<file path="config.mk">
export PLATFORM = sky130hd
export DESIGN_NAME = uart_rx_status
export DESIGN_NICKNAME = d
export VERILOG_FILES = /design/src/rtl/uart_rx_pkg.sv /design/src/rtl/rx_line_sync.sv /design/src/rtl/rx_deser.sv /design/src/rtl/rx_fifo.sv /design/src/rtl/uart_rx_status.sv
export SDC_FILE = /design/constraint.sdc
export NUM_CORES = 1
export LEC_CHECK = 0
export CAP_MARGIN = 25
export CORE_ASPECT_RATIO = 0.5
export CORE_MARGIN = 2
export CORE_UTILIZATION = 55
export CTS_BUF_LIST = sky130_fd_sc_hd__clkbuf_8
export CTS_CLUSTER_DIAMETER = 50
export CTS_CLUSTER_SIZE = 24
export DETAILED_ROUTE_END_ITERATION = 7
export PLACE_DENSITY_LB_ADDON = 0.12
export SYNTH_ARGS = -nofsm -noshare
export SYNTH_HDL_FRONTEND = slang
export SYNTH_SLANG_ARGS = --single-unit
</file>
<file path="constraint.sdc">
create_clock -name clk -period 4.8 [get_ports clk]
set_input_delay 1.2 -clock clk [delete_from_list [all_inputs] [get_ports clk]]
set_output_delay 1.2 -clock clk [all_outputs]
set_load 0.03 [all_outputs]
</file>
<file path="src/rtl/uart_rx_pkg.sv">
package uart_rx_pkg;

  localparam int CHAR_W = 9;

  typedef enum logic [1:0] {
    PAR_NONE = 2'b00,
    PAR_EVEN = 2'b01,
    PAR_ODD  = 2'b10
  } par_mode_e;

  typedef enum logic [2:0] {
    RX_IDLE,
    RX_START,
    RX_DATA,
    RX_PAR,
    RX_STOP
  } rx_state_e;

  typedef struct packed {
    logic [CHAR_W-1:0] data;
    logic              perr;
    logic              ferr;
  } rx_entry_t;

endpackage

</file>
<file path="src/rtl/rx_line_sync.sv">
module rx_line_sync #(
  parameter int STAGES = 2
) (
  input  logic clk,
  input  logic rst_n,
  input  logic din,
  output logic dout
);

  logic [STAGES-1:0] chain_q;

  // line idles high, so the chain resets to ones
  generate
    if (STAGES == 1) begin : g_one
      always_ff @(posedge clk or negedge rst_n) begin
        if (!rst_n) chain_q <= '1;
        else        chain_q <= din;
      end
    end else begin : g_many
      always_ff @(posedge clk or negedge rst_n) begin
        if (!rst_n) chain_q <= '1;
        else        chain_q <= {chain_q[STAGES-2:0], din};
      end
    end
  endgenerate

  assign dout = chain_q[STAGES-1];

endmodule

</file>
<file path="src/rtl/rx_deser.sv">
module rx_deser
  import uart_rx_pkg::*;
#(
  parameter int OVS = 16
) (
  input  logic              clk,
  input  logic              rst_n,
  input  logic              flush,
  input  logic              tick,
  input  logic              rxs,
  input  logic              nine_bit,
  input  logic [1:0]        par_mode,
  output logic              idle_o,
  output logic              done_o,
  output logic [CHAR_W-1:0] data_o,
  output logic              perr_o,
  output logic              ferr_o
);

  localparam int CW = $clog2(OVS);
  localparam logic [CW-1:0] MID  = CW'(OVS / 2 - 1);
  localparam logic [CW-1:0] LAST = CW'(OVS - 1);
  localparam int IW = $clog2(CHAR_W + 1);

  rx_state_e         st_q, st_d;
  logic [CW-1:0]     cnt_q, cnt_d;
  logic [IW-1:0]     idx_q, idx_d;
  logic [CHAR_W-1:0] sh_q, sh_d;
  logic              pe_q, pe_d;
  logic              fe_q, fe_d;
  logic              done_q, done_d;

  logic              par_on;
  logic              par_odd;
  logic [IW-1:0]     last_idx;

  assign par_on   = !nine_bit && (par_mode == PAR_EVEN || par_mode == PAR_ODD);
  assign par_odd  = (par_mode == PAR_ODD);
  assign last_idx = nine_bit ? IW'(CHAR_W - 1) : IW'(CHAR_W - 2);

  always_comb begin
    st_d   = st_q;
    cnt_d  = cnt_q;
    idx_d  = idx_q;
    sh_d   = sh_q;
    pe_d   = pe_q;
    fe_d   = fe_q;
    done_d = 1'b0;
    if (flush) begin
      st_d  = RX_IDLE;
      cnt_d = '0;
    end else if (tick) begin
      unique case (st_q)
        RX_IDLE: begin
          if (!rxs) begin
            st_d  = RX_START;
            cnt_d = '0;
            sh_d  = '0;
            pe_d  = 1'b0;
          end
        end
        RX_START: begin
          if (cnt_q == MID) begin
            if (!rxs) begin
              st_d  = RX_DATA;
              cnt_d = '0;
              idx_d = '0;
            end else begin
              st_d = RX_IDLE;
            end
          end else begin
            cnt_d = cnt_q + 1'b1;
          end
        end
        RX_DATA: begin
          if (cnt_q == LAST) begin
            cnt_d       = '0;
            sh_d[idx_q] = rxs;
            if (idx_q == last_idx) st_d = par_on ? RX_PAR : RX_STOP;
            else                   idx_d = idx_q + 1'b1;
          end else begin
            cnt_d = cnt_q + 1'b1;
          end
        end
        RX_PAR: begin
          if (cnt_q == LAST) begin
            cnt_d = '0;
            pe_d  = ((^sh_q[CHAR_W-2:0]) ^ rxs) != par_odd;
            st_d  = RX_STOP;
          end else begin
            cnt_d = cnt_q + 1'b1;
          end
        end
        RX_STOP: begin
          if (cnt_q == LAST) begin
            done_d = 1'b1;
            fe_d   = !rxs;
            st_d   = RX_IDLE;
          end else begin
            cnt_d = cnt_q + 1'b1;
          end
        end
        default: st_d = RX_IDLE;
      endcase
    end
  end

  always_ff @(posedge clk or negedge rst_n) begin
    if (!rst_n) begin
      st_q   <= RX_IDLE;
      cnt_q  <= '0;
      idx_q  <= '0;
      sh_q   <= '0;
      pe_q   <= 1'b0;
      fe_q   <= 1'b0;
      done_q <= 1'b0;
    end else begin
      st_q   <= st_d;
      cnt_q  <= cnt_d;
      idx_q  <= idx_d;
      sh_q   <= sh_d;
      pe_q   <= pe_d;
      fe_q   <= fe_d;
      done_q <= done_d;
    end
  end

  assign idle_o = (st_q == RX_IDLE);
  assign done_o = done_q;
  assign data_o = sh_q;
  assign perr_o = pe_q;
  assign ferr_o = fe_q;


  idle_fall_chk: assert property (@(posedge clk) disable iff (!rst_n)
    $fell(idle_o) |-> $past(tick && !rxs));


  done_src_chk: assert property (@(posedge clk) disable iff (!rst_n)
    done_q |-> $past(st_q == RX_STOP));

endmodule

</file>
<file path="src/rtl/rx_fifo.sv">
module rx_fifo
  import uart_rx_pkg::*;
#(
  parameter int DEPTH = 4
) (
  input  logic      clk,
  input  logic      rst_n,
  input  logic      flush,
  input  logic      push,
  input  rx_entry_t wdata,
  input  logic      pop,
  output rx_entry_t head,
  output logic      empty,
  output logic      full
);

  localparam int AW = (DEPTH > 1) ? $clog2(DEPTH) : 1;
  localparam int CW = $clog2(DEPTH + 1);
  localparam logic [AW-1:0] PTR_MAX = AW'(DEPTH - 1);
  localparam logic [CW-1:0] CNT_MAX = CW'(DEPTH);

  rx_entry_t     mem_q [DEPTH];
  logic [AW-1:0] wr_q, wr_d, rd_q, rd_d;
  logic [CW-1:0] cnt_q, cnt_d;
  logic          do_push, do_pop;

  assign empty   = (cnt_q == '0);
  assign full    = (cnt_q == CNT_MAX);
  assign do_push = push && !full && !flush;
  assign do_pop  = pop && !empty && !flush;

  always_comb begin
    wr_d  = wr_q;
    rd_d  = rd_q;
    cnt_d = cnt_q;
    if (flush) begin
      wr_d  = '0;
      rd_d  = '0;
      cnt_d = '0;
    end else begin
      if (do_push) wr_d = (wr_q == PTR_MAX) ? '0 : wr_q + 1'b1;
      if (do_pop)  rd_d = (rd_q == PTR_MAX) ? '0 : rd_q + 1'b1;
      unique case ({do_push, do_pop})
        2'b10:   cnt_d = cnt_q + 1'b1;
        2'b01:   cnt_d = cnt_q - 1'b1;
        default: cnt_d = cnt_q;
      endcase
    end
  end

  always_ff @(posedge clk or negedge rst_n) begin
    if (!rst_n) begin
      wr_q  <= '0;
      rd_q  <= '0;
      cnt_q <= '0;
    end else begin
      wr_q  <= wr_d;
      rd_q  <= rd_d;
      cnt_q <= cnt_d;
    end
  end

  // storage carries no reset
  always_ff @(posedge clk) begin
    if (do_push) mem_q[wr_q] <= wdata;
  end

  assign head = mem_q[rd_q];


  no_overflow_chk: assert property (@(posedge clk) disable iff (!rst_n)
    cnt_q <= CNT_MAX);


  empty_pop_chk: assert property (@(posedge clk) disable iff (!rst_n)
    (empty && !push) |=> empty);

endmodule

</file>
<file path="src/rtl/uart_rx_status.sv">
module uart_rx_status
  import uart_rx_pkg::*;
#(
  parameter int DEPTH       = 4,
  parameter int OVS         = 16,
  parameter int SYNC_STAGES = 2
) (
  input  logic       clk,
  input  logic       rst_n,
  input  logic       rxd,
  input  logic       baud_tick,
  input  logic       rd_stb,
  input  logic       cfg_nine_bit,
  input  logic       cfg_addr_det,
  input  logic [1:0] cfg_parity,
  input  logic       ovr_clr,
  output logic [8:0] rx_data,
  output logic       rx_avail,
  output logic       rx_idle,
  output logic       par_err,
  output logic       frm_err,
  output logic       overrun
);

  // reset: asserted asynchronously, released on a clock edge
  logic [1:0] rst_pipe_q;
  logic       rst_int_n;

  always_ff @(posedge clk or negedge rst_n) begin
    if (!rst_n) rst_pipe_q <= 2'b00;
    else        rst_pipe_q <= {rst_pipe_q[0], 1'b1};
  end
  assign rst_int_n = rst_pipe_q[1];

  logic              rxs;
  logic              flush;
  logic              d_idle, d_done, d_perr, d_ferr;
  logic [CHAR_W-1:0] d_data;
  logic              accept, push, pop;
  logic              f_empty, f_full;
  rx_entry_t         wentry, hentry;
  logic              ovr_q, ovr_d;

  rx_line_sync #(.STAGES(SYNC_STAGES)) u_sync (
    .clk   (clk),
    .rst_n (rst_int_n),
    .din   (rxd),
    .dout  (rxs)
  );

  rx_deser #(.OVS(OVS)) u_deser (
    .clk      (clk),
    .rst_n    (rst_int_n),
    .flush    (flush),
    .tick     (baud_tick),
    .rxs      (rxs),
    .nine_bit (cfg_nine_bit),
    .par_mode (cfg_parity),
    .idle_o   (d_idle),
    .done_o   (d_done),
    .data_o   (d_data),
    .perr_o   (d_perr),
    .ferr_o   (d_ferr)
  );

  assign flush  = ovr_clr && ovr_q;
  assign accept = d_done && !(cfg_nine_bit && cfg_addr_det && !d_data[CHAR_W-1]);
  assign push   = accept && !f_full && !ovr_q && !flush;
  assign pop    = rd_stb && !f_empty;

  assign wentry.data = d_data;
  assign wentry.perr = d_perr;
  assign wentry.ferr = d_ferr;

  rx_fifo #(.DEPTH(DEPTH)) u_fifo (
    .clk   (clk),
    .rst_n (rst_int_n),
    .flush (flush),
    .push  (push),
    .wdata (wentry),
    .pop   (pop),
    .head  (hentry),
    .empty (f_empty),
    .full  (f_full)
  );

  always_comb begin
    ovr_d = ovr_q;
    if (flush)                           ovr_d = 1'b0;
    else if (accept && f_full && !ovr_q) ovr_d = 1'b1;
  end

  always_ff @(posedge clk or negedge rst_int_n) begin
    if (!rst_int_n) ovr_q <= 1'b0;
    else            ovr_q <= ovr_d;
  end

  assign rx_data  = hentry.data;
  assign par_err  = hentry.perr;
  assign frm_err  = hentry.ferr;
  assign rx_avail = !f_empty;
  assign rx_idle  = d_idle;
  assign overrun  = ovr_q;


  ovr_hold_chk: assert property (@(posedge clk) disable iff (!rst_int_n)
    (overrun && !ovr_clr) |=> overrun);


  keep_contents_chk: assert property (@(posedge clk) disable iff (!rst_int_n)
    (overrun && !rd_stb && !ovr_clr) |=> ($stable(rx_avail) && $stable(rx_data)));


  flush_chk: assert property (@(posedge clk) disable iff (!rst_int_n)
    (ovr_clr && overrun) |=> (!rx_avail && rx_idle && !overrun));


  addr_filter_chk: assert property (@(posedge clk) disable iff (!rst_int_n)
    (push && cfg_nine_bit && cfg_addr_det) |-> d_data[CHAR_W-1]);

endmodule

</file>
==> out/metrics.cfg <==
[status]
status=finished clean

[worst_setup_path]
crit_arrival_ns=2.41
cp-end-kind=primary output
timing.critical_path.buf_inv=1
worstPathMaxFanout=14
startpoint_type=flop
max_stage_delay_ns=0.84
path_cells=mux4_2 > clkdlybuf4s50_1
critical_path.top_delay_family=flip-flops
critPathSlowestCell=dfrtp_1
critical_path_class=reg -> out
worstPathRequired_ns=3.60

[timing]
rsz0062_at_grt=no
finalCriticalPeriod_ns=3.61
slew_violations=0
max_freq_ghz=0.277
setup_viol=0
layout_setup_ws_ns=1.19
relSlewSlack_pct=26.1
worst_clock_skew_ns=0.00849
setup_tns_ns=0
worstMarginPinSlew_ns=1.10
fin_crit_sh_pct=75.2
hold_viol=0

[global_routing]
grt_overflow_total=0
grt_pass1_wl_mm=11.9
antenna_found_initial=0
grt_pass1_vias=2367
track_usage_pct=20.6
grt_start_max_net_pins=34

[die]
coreArea_sq_mm=0.00670
die_y_microns=63.0
row_count=21
die_area_sq_mm=0.00769
initial_utilization_pct=57.2
die_w_microns=122
ioPinCount=24

[placement]
gp_congestion=0.895
preCtsSetupSlack_ns=1.37
dp_cells=398
hpwl_mm=4.68
port_buffers=23

[pwr]
power.total_w=0.00207
cellLeakagePower_nw=1.70
p_per_area_mw_per_mm2=479
peakVddDrop_mv=0.327

[clock_tree]
cts_made_buffers=9
cts_tree=yes
cts_buffer_depth=2
cts-root-buf=clkbuf_8
htree_levels=3
cts_sinks=79
post-cts-setup-buffers=0
postCtsHoldBufs=0
cts.repair.resized=0
clk_pin_slew_worst_paths_ns=0.08
insertion_delay_ns=0.35

[route]
drt-pass1-iter-count=4
ant_nets=0
drt_iter0_markers=184
vias=2442
wl_per_cell_microns=17.1
wirelength_mm=7.07
viasPerCell=5.90
drcViolationCount=0

[logic_synthesis]
synth_area_leaders=edfxtp_1, dfrtp_1, mux4_2, ha_1, o21ai_0
ys.flop_type=edfxtp_1
yosysWarnings=0
synth_edf_count=44
synth.largest_area_cell=edfxtp_1
ys_seq_area_share_pct=57.4
synth_top_area_share_pct=34.5
async_flop_share_pct=44.3
syn-cell-area_sq_mm=0.00383
synth_most_common_cell=edfxtp_1
synth_common_cells=edfxtp_1, dfrtp_1, o21ai_0, nor2_1, a21oi_1
ys_seq_elements=79
syn_area_per_cell_sq_um=12.9
ys_types=59
syn-num-nets=318
synth_cells=296

[layout]
final_core_util_pct=64.6
layout.cells.non_filler=414
diodes=0
drive_gt1_share_pct=14.3
area.growth.synth_to_final_pct=13.0
nets=339

[worst_hold_path]
hp-class=reg -> async

[run]
cap_violations=0

## per-layer routing
layer / global-route usage [%] / share of wire (%) / wire (microns) / up-vias
met1: 27.8 / 47 / 3320 / 1206
li1: - / - / - / 1154
met2: 32.4 / 46 / 3280 / 73
met4: 6.90 / 1.2 / 87 / 0
met3: 5.75 / 5.4 / 382 / 9
met5: 0 / 0 / 0 / -
## cells by family (layout without fill, tap and decap cells)
logic type	Yosys count	count (layout)	share of synthesized area (%)
xor+xnor	15	15	3.43
mux	16	16	7.81
fa+ha+maj	12	12	4.12
buf+inv	26	52	3.17
flops	79	79	57.4
compound gates	72	72	13.2
simple gates	75	75	10.8
other cells	1	1	0.0979
## placed cells by master (no fill, tap or decap), types with 4 or more instances in the layout
cell type,instances
and2_1,7
dfrtp_1,33
nor3_1,5
o31ai_1,4
mux4_2,11
xnor2_1,11
xor2_1,4
nand4_1,5
mux2i_1,4
a21bo_2,8
edfxtp_1,44
inv_1,13
clkdlybuf4s50_1,23
nor2_1,17
nand3_1,8
ha_1,11
nand2_1,10
o21ai_0,20
nor2b_1,5
clkbuf_8,9
a21oi_1,15
## worst register-to-register path, cell delays in order (launching register included)
cell      delay (ns)
dfrtp_1         0.45
o31ai_1         0.93
nor3_1          0.15
fa_1            0.43
a311oi_1        0.21
a21oi_1         0.08
xor2_1          0.13
nor2_1          0.05
## flip-flops by register name, indices dropped and copies added, names as in the netlist, 2 cells and up
name,flops
u_fifo.mem_q,44
u_deser.data_o,9
u_deser.cnt_q,4
u_deser.idx_q,4
u_deser.st_q,3
u_fifo.cnt_q,3
rst_pipe_q,2
u_fifo.rd_q,2
u_fifo.wr_q,2
u_sync.chain_q,2
## power breakdown
part	switching (W)	leakage [nW]	internal (W)
logic	0.000299	0.668	0.000284
registers	0.000164	0.923	0.000787
clock network	0.000245	0.111	0.000294
## worst paths after layout
check,startpoint,end,slack [ns],depth (start not counted)
worst max-delay path,u_fifo.rd_q[0],rx_data[6],1.19,2
worst min-delay path,rst_pipe_q[1],u_deser.st_q[2],0.27,1
worst max register to register,u_fifo.cnt_q[0],u_fifo.cnt_q[2],2.24,7
max in group asynchronous,rst_n,rst_pipe_q[0],3.68,1
min in group clk,u_sync.chain_q[0],u_sync.chain_q[1],0.36,0
worst min register to register,rst_pipe_q[1],u_deser.st_q[2],0.27,1
## per-stage QoR
step           instance area, sq um  hold WS (ns)
2_1_floorplan                  3830         0.331
3_3_place_gp                   4110         0.281
3_5_place_dp                   4110         0.287
4_1_cts                        4330         0.288
5_1_grt                        4330         0.325
6_report                       4330         0.266
## cell type report
| class | instances | area, sq um |
|---|---|---|
| Clock inverter | 7 | 97.6 |
| Fill cell | 512 | 2370 |
| Clock buffer | 9 | 124 |
| Multi-Input combinational cell | 191 | 1510 |
| Inverter | 12 | 45.0 |
| Tap cell | 92 | 115 |
| Timing Repair Buffer | 24 | 238 |
| Sequential cell | 79 | 2200 |
(Power assumes the default switching activity.)
